**src/rtl/sstx_pkg.sv**
```systemverilog
package sstx_pkg;
  typedef enum logic {
    CH_LEFT  = 1'b0,
    CH_RIGHT = 1'b1
  } chan_e;
endpackage

```
**src/rtl/sstx_edge_sync.sv**
```systemverilog
module sstx_edge_sync #(
  parameter int SYNC_STAGES = 2
) (
  input  logic clk,
  input  logic rst_n,
  input  logic sck_in,
  input  logic ws_in,
  output logic sck_rise,
  output logic sck_fall,
  output logic ws_s
);
  localparam int TOP = SYNC_STAGES - 1;

  logic [SYNC_STAGES-1:0] sck_pipe;
  logic [SYNC_STAGES-1:0] ws_pipe;
  logic                   sck_d;

  always_ff @(posedge clk) begin
    if (!rst_n) begin
      sck_pipe <= '0;
      ws_pipe  <= '0;
      sck_d    <= 1'b0;
    end else begin
      sck_pipe <= {sck_pipe[SYNC_STAGES-2:0], sck_in};
      ws_pipe  <= {ws_pipe[SYNC_STAGES-2:0], ws_in};
      sck_d    <= sck_pipe[TOP];
    end
  end

  assign sck_rise = sck_pipe[TOP] & ~sck_d;
  assign sck_fall = ~sck_pipe[TOP] & sck_d;
  assign ws_s     = ws_pipe[TOP];
endmodule

```
**src/rtl/sstx_sample_store.sv**
```systemverilog
module sstx_sample_store #(
  parameter int DATA_W = 16
) (
  input  logic              clk,
  input  logic              rst_n,
  input  logic              s_valid,
  output logic              s_ready,
  input  logic [DATA_W-1:0] s_left,
  input  logic [DATA_W-1:0] s_right,
  input  logic              take_left,
  output logic [DATA_W-1:0] left_word,
  output logic [DATA_W-1:0] right_word
);
  logic              full;
  logic [DATA_W-1:0] stage_l, stage_r;
  logic [DATA_W-1:0] act_l, act_r;
  logic              accept;

  assign s_ready = ~full;
  assign accept  = s_valid & ~full;

  always_ff @(posedge clk) begin
    if (!rst_n) begin
      full    <= 1'b0;
      stage_l <= '0;
      stage_r <= '0;
      act_l   <= '0;
      act_r   <= '0;
    end else if (take_left && full) begin
      act_l <= stage_l;
      act_r <= stage_r;
      full  <= 1'b0;
    end else if (accept) begin
      stage_l <= s_left;
      stage_r <= s_right;
      full    <= 1'b1;
    end
  end

  assign left_word  = full ? stage_l : act_l;
  assign right_word = act_r;
endmodule

```
**src/rtl/sstx_shifter.sv**
```systemverilog
module sstx_shifter
  import sstx_pkg::*;
#(
  parameter int DATA_W = 16
) (
  input  logic              clk,
  input  logic              rst_n,
  input  logic              sck_rise,
  input  logic              sck_fall,
  input  logic              ws_s,
  input  logic [DATA_W-1:0] left_word,
  input  logic [DATA_W-1:0] right_word,
  output logic              load_now,
  output logic              take_left,
  output logic              sd_out
);
  chan_e             ws_d;
  logic              load_pend;
  logic [DATA_W-1:0] shreg;

  assign load_now  = sck_fall & load_pend;
  assign take_left = load_now & (ws_d == CH_LEFT);

  always_ff @(posedge clk) begin
    if (!rst_n) begin
      ws_d      <= CH_LEFT;
      load_pend <= 1'b0;
      shreg     <= '0;
    end else begin
      if (sck_rise) begin
        ws_d <= chan_e'(ws_s);
        if (ws_s != ws_d) load_pend <= 1'b1;
      end
      if (sck_fall) begin
        if (load_pend) begin
          shreg     <= (ws_d == CH_LEFT) ? left_word : right_word;
          load_pend <= 1'b0;
        end else begin
          shreg <= {shreg[DATA_W-2:0], 1'b0};
        end
      end
    end
  end

  assign sd_out = shreg[DATA_W-1];
endmodule

```
**src/rtl/stereo_serial_tx.sv**
```systemverilog
module stereo_serial_tx #(
  parameter int DATA_W      = 16,
  parameter int SYNC_STAGES = 2
) (
  input  logic              clk,
  input  logic              rst_n,
  input  logic              sck_in,
  input  logic              ws_in,
  input  logic              s_valid,
  output logic              s_ready,
  input  logic [DATA_W-1:0] s_left,
  input  logic [DATA_W-1:0] s_right,
  output logic              sd_out
);
  logic              sck_rise, sck_fall, ws_s;
  logic              load_now, take_left;
  logic [DATA_W-1:0] left_word, right_word;

  sstx_edge_sync #(.SYNC_STAGES(SYNC_STAGES)) u_sync (
    .clk(clk), .rst_n(rst_n), .sck_in(sck_in), .ws_in(ws_in),
    .sck_rise(sck_rise), .sck_fall(sck_fall), .ws_s(ws_s)
  );

  sstx_sample_store #(.DATA_W(DATA_W)) u_store (
    .clk(clk), .rst_n(rst_n), .s_valid(s_valid), .s_ready(s_ready),
    .s_left(s_left), .s_right(s_right), .take_left(take_left),
    .left_word(left_word), .right_word(right_word)
  );

  sstx_shifter #(.DATA_W(DATA_W)) u_shift (
    .clk(clk), .rst_n(rst_n), .sck_rise(sck_rise), .sck_fall(sck_fall),
    .ws_s(ws_s), .left_word(left_word), .right_word(right_word),
    .load_now(load_now), .take_left(take_left), .sd_out(sd_out)
  );
endmodule

```
**config.mk**
```make
export PLATFORM = sky130hd
export DESIGN_NAME = stereo_serial_tx
export DESIGN_NICKNAME = d
export VERILOG_FILES = /design/src/rtl/sstx_pkg.sv /design/src/rtl/sstx_edge_sync.sv /design/src/rtl/sstx_sample_store.sv /design/src/rtl/sstx_shifter.sv /design/src/rtl/stereo_serial_tx.sv
export SDC_FILE = /design/constraint.sdc
export NUM_CORES = 1
export LEC_CHECK = 0
export ABC_AREA = 1
export CORE_UTILIZATION = 57
export DETAILED_ROUTE_END_ITERATION = 12
export PLACE_DENSITY = 0.8
export SKIP_CTS_REPAIR_TIMING = 1
export SLEW_MARGIN = 20
export SYNTH_ARGS = -nofsm -noshare
export SYNTH_HDL_FRONTEND = slang
export SYNTH_SLANG_ARGS = --single-unit
```
**constraint.sdc**
```tcl
create_clock -name clk -period 1.74 [get_ports clk]
set_input_delay 0.435 -clock clk [delete_from_list [all_inputs] [get_ports clk]]
set_output_delay 0.435 -clock clk [all_outputs]
set_load 0.05 [all_outputs]
```
; Word-level counts from Yosys, hierarchy flattened
; Index checks and enable logic that the tools add are counted.
[totals]
in_bits = 37
output_inout_bits = 2
reg_bits = 88
word_cells = 33
[op_classes]
bitwise_logic = 11
n_reduce_logical = 3
eq_ne = 1
n_mux = 7
[ops]
columns = cell, count
row1 = 16-bit 2-to-1 mux, 3
row2 = 1-bit inverter, 6
row3 = 1-bit bitwise AND, 5
row4 = 1-bit 2-to-1 mux, 4
row5 = 2-bit AND reduction, 1
row6 = 2-bit OR reduction, 1
row7 = 1-bit logical AND, 1
row8 = 1-bit != test, 1

; Logic depth before layout (Yosys ltp)
[depth]
word_depth = 7
depth_mapped = 8
ltp_nobuf = 6

; Cells and area by module
; Synthesis repeated with hierarchy kept, for this count alone.
[unflattened]
hier_cells = 591
hier_area_um2 = 4023.9
[by_module_without_submodules]
columns = module, instances, area_per_inst_um2, cells_each, seq_area_each_um2
row1 = sstx_sample_store, 1, 2768.9, 403, 1301.2
row2 = sstx_shifter, 1, 1102.3, 169, 360.3
row3 = sstx_edge_sync, 1, 152.6, 19, 100.1

; Worst setup path before layout
; OpenSTA, ideal clock, no wires.
[synth_timing]
path_type = reg-to-output
from = register u_store.full
to = output s_ready
arrival_ps = 870
t_required_ps = 1305
path_stages_with_launch = 4
path_slack_ps = 435
path_cell_list = dfxtp_1 buf_4 inv_2 buf_2
[synth_between]
elab_chain_len = 1
[synth_rtl]
columns = element, line_no
row1 = "start, declared", sstx_sample_store.sv:14  ; logic full;
row2 = "start signal, assigned", sstx_sample_store.sv:24  ; full <= 1'b0;
row3 = "start signal, assigned", sstx_sample_store.sv:32  ; full <= 1'b0;
row4 = "start signal, assigned", sstx_sample_store.sv:36  ; full <= 1'b1;
row5 = 1-bit inverter, sstx_sample_store.sv:19  ; assign s_ready = ~full;
row6 = "end, declared", stereo_serial_tx.sv:10  ; output logic s_ready,
; Every way passes these cells.

; Worst setup path in the final report
; Same ends and word-level chain as after synthesis.

==> metrics.sh <==
SETUP_SLACK_OF_THE_MOST_CRITICAL_REG_TO_REG_PATH_NS=0.35
STD_CELL_ROWS=28
DR.PASS1.ITERS=5
CORE_OUTLINE_AREA_UM2=6026
SYNTHDOMINANTCELLAREASHARE_PCT=48.77
TIMING.MAX_CAP.VIOLATIONS=0
CRIT_PATH_START='u_store.full$_SDFFE_PP0P_'
POWER.LEAKAGE_nW=1.817
MAPPEDNETLISTAREA_UM2=3612
DRCVIOLATIONCOUNT=0
INITIAL_UTILIZATION_PCT=59.95
GRT_PASS1_VIAS=2922
CTS_BUFFERS=9
CRITICAL_PATH_ARRIVAL_NS=1.13
AVGROUTEDWIREPERCELL_UM=11.88
ENDPOINT='s_ready'
GLOBALROUTEOVERFLOWTOTAL=0
CRITICAL_PATH.MAX_FANOUT=5
IOPINCOUNT=39
WORST_SETUP_PATH_START_KIND='register'
DIE_WIDTH_UM=81.61
REG2REG_START='u_sync.sck_d$_SDFF_PN0_'
ROUTE.ANTENNA.REMAINING_NETS=0
SYNTH_AREA_LEADER_CELL='dfxtp_1'
SYNTH.NET_COUNT=557
REG2REGPATHDEPTH=6
CLOCK-SINKS=88
SYNTHESIS.AREA_PER_INSTANCE_UM2=6.947
MAX_FREQ_MHz=639.3
FINAL_HOLD_VIOL_COUNT=0
SYNTH.FF_LATCH_COUNT=88
CLOCK_PATH_BUFFERS=2
YOSYSWARNINGS=0
POWER-PER-CELL-AREA_nW_PER_UM2=977.6
CLOCK-ROOT-BUFFER='clkbuf_8'
FINAL_LAYOUT_SIZE_SUFFIX_GT1_SHARE_PCT=6.182
POSTSYNTH.TOPFLOPCELL='dfxtp_1'
ANT_DIODES=0
TRITONCTS='yes'
FILLERS=510
NUMBER_OF_ENABLE_TYPE_REGISTER_CELLS_IN_THE_SYNTHESIZED_NETLIST=0
REQUIRED_NS=1.30
NUMPORTBUFFERS=38
FINALSETUPVIOLATIONS=0
ROUTE.VIAS.TOTAL=3213
POST_SYNTH_MAIN_AREA_CONTRIBUTORS='dfxtp_1 (49%), nand2_1 (12%), nor2_1 (10%), a21oi_1 (8.7%), o21ai_0 (6.4%)'
POST_SYNTH_MOST_FREQUENT_CELLS='nand2_1 (120), nor2_1 (101), dfxtp_1 (88), a21oi_1 (63), o21ai_0 (46)'
IRDROPWORSTVDD_mV=0.6650
TIMING_MAX_TRANSITION_VIOLATIONS_FINAL=0
FINISH.CELL_COUNT_WITHOUT_FILLERS=625
GP_CONGESTION=0.8193
GRT_SETUP_UNREPAIRED='false'
VIAS_PER_CELL=5.141
FIRST_ITER_VIOLATIONS=238
SYN-INSTANCE-COUNT=520
TIMING.MAX_SLEW.REL_SLACK_PCT=74.11
TIMING_WORST_SLEW_PIN_VALUE_NS=0.3879
FINALNETCOUNT=582
PLACE_HPWL_MM=4.822
COUNT_LEADER_SYNTH='nand2_1'
TIMING.HOLD.WORST.CLASS='reg -> reg'
CTS_MAX_LEVEL=3
CLOCK-SKEW-FINAL_NS=0.007765
ROUTE.FINAL.WIRE_LENGTH_MM=7.426
ENDPOINT_KIND='output pin'
POSTLAYOUTCOREUTIL_PCT=70.72
RR_ENDPOINT='u_store.right_word[5]$_SDFFE_PN0P_'
WORSTSKEWPAIRLATENCY_NS=0.36
SYNTH_CELL_TYPES=17
GRTUSAGETOTAL_PCT=24.60
GRT_START_MAX_NET_PINS=66
STATUS='completed'
GRT_ANTENNA_BEFORE_REPAIR=0
SYNTH.YOSYS.SEQ_AREA_SHARE_PCT=48.77
SYNTHTOLAYOUTAREAGROWTH_PCT=17.98
DP_CELLS=609
DIE-HEIGHT_UM=81.61
FINAL.MIN_CLOCK_PERIOD_NS=1.564
GLOBAL_ROUTE_WIRE_LENGTH_BEFORE_REPAIR_MM=12.45
DIE_AREA_UM2=6659
CTS.REPORTEDPATHS.CLKPINSLEW_NS=0.09
FINAL.SETUP.TNS_NS=0
POSTSYNTH.ASYNCRESETSHARE_PCT=0
CRITICAL_PATH_CLASS='reg -> out'
FINAL_WORST_PATH_PERIOD_SHARE_PCT=89.90
[layout make-up]
type	instances	area [um2]	area share (%)
Sequential cell	88	1762	41.34
Multi-Input combinational cell	356	1518	35.61
Timing Repair Buffer	48	495.5	11.63
Inverter	42	157.7	3.699
Clock buffer	10	127.6	2.995
Clock inverter	6	107.6	2.525
Tap cell	75	93.84	2.202
[how the worst min path moves through the flow]
stage                                   from                            end  slack (ns)  cells past startpoint
2_1_floorplan  u_sync.sck_pipe[0]$_SDFF_PN0_  u_sync.sck_pipe[1]$_SDFF_PN0_        0.39                      2
3_3_place_gp    u_sync.ws_pipe[0]$_SDFF_PN0_   u_sync.ws_pipe[1]$_SDFF_PN0_        0.40                      2
3_5_place_dp   u_sync.sck_pipe[0]$_SDFF_PN0_  u_sync.sck_pipe[1]$_SDFF_PN0_        0.40                      2
4_1_cts        u_sync.sck_pipe[0]$_SDFF_PN0_  u_sync.sck_pipe[1]$_SDFF_PN0_        0.42                      2
5_1_grt         u_sync.ws_pipe[0]$_SDFF_PN0_   u_sync.ws_pipe[1]$_SDFF_PN0_        0.44                      2
6_report        u_sync.ws_pipe[0]$_SDFF_PN0_   u_sync.ws_pipe[1]$_SDFF_PN0_        0.42                      2
[logic make-up (layout without fill, tap and decap cells)]
group           after synthesis  in the layout  synth area share, %
simple gates                244            244                26.29
flops                        88             88                48.77
buf+inv                      76            106                9.422
compound gates              112            112                15.52
[layer usage]
layer  global-route usage (%)  up-vias  part of all wire [%]
li1                         -     1679                     -
met1                    30.29     1422                    47
met2                    42.33       98                    47
met3                    5.333       14                   4.8
met4                    8.421        0                   1.6
met5                        0        -                     0
[state kept, by name, indices dropped and copies added (netlist names)]
| signal | flops |
|---|---|
| u_sync.sck_d | 1 |
| u_sync.sck_pipe | 2 |
| u_shift.load_pend | 1 |
| u_store.stage_l | 16 |
| u_sync.ws_pipe | 2 |
| u_shift.ws_d | 1 |
| u_store.right_word | 16 |
| u_store.full | 1 |
| u_shift.shreg | 16 |
| u_store.act_l | 16 |
| u_store.stage_r | 16 |
[worst max-delay path, stage by stage (launching register included)]
cell,delay [ns]
dfxtp_1,0.46
inv_2,0.11
buf_4,0.20
[layout by cell type (no fill, tap or decap)]
cell type,netlist,layout
a21oi_1,63,63
buf_12,0,4
buf_2,14,1
buf_4,4,8
bufinv_16,0,3
clkbuf_1,8,1
clkbuf_8,0,9
clkdlybuf4s50_1,0,35
clkinv_2,0,2
clkinvlp_4,0,1
dfxtp_1,88,88
inv_1,39,39
inv_2,3,3
nand2_1,120,120
nand2_2,2,2
nand3_1,19,19
nand3b_1,1,1
nor2_1,101,100
nor2_4,0,1
nor3_1,1,1
o21ai_0,46,46
o21ai_1,3,3
[stage by stage]
step | worst slack, ns | hold WS [ns] | total power [W] | instance area (um2)
3_5_place_dp | 0.1394 | 0.3982 | 0.002555 | 4026
2_1_floorplan | 0.4349 | 0.3905 | 0.002396 | 3612
3_3_place_gp | 0.1964 | 0.3980 | 0.002545 | 4026
5_1_grt | 0.1264 | 0.4412 | 0.004327 | 4262
6_report | 0.1757 | 0.4168 | 0.004166 | 4262
4_1_cts | 0.1666 | 0.4190 | 0.004188 | 4262
[power breakdown]
group / leakage [nW] / internal [W] / switching, W
logic: 0.982 / 0.000172 / 0.000213
clock network: 0.116 / 0.000949 / 0.000708
registers: 0.718 / 0.00209 / 0.0000344
total: 1.82 / 0.00321 / 0.000955
No activity file was read; power rests on OpenSTA's default activity.
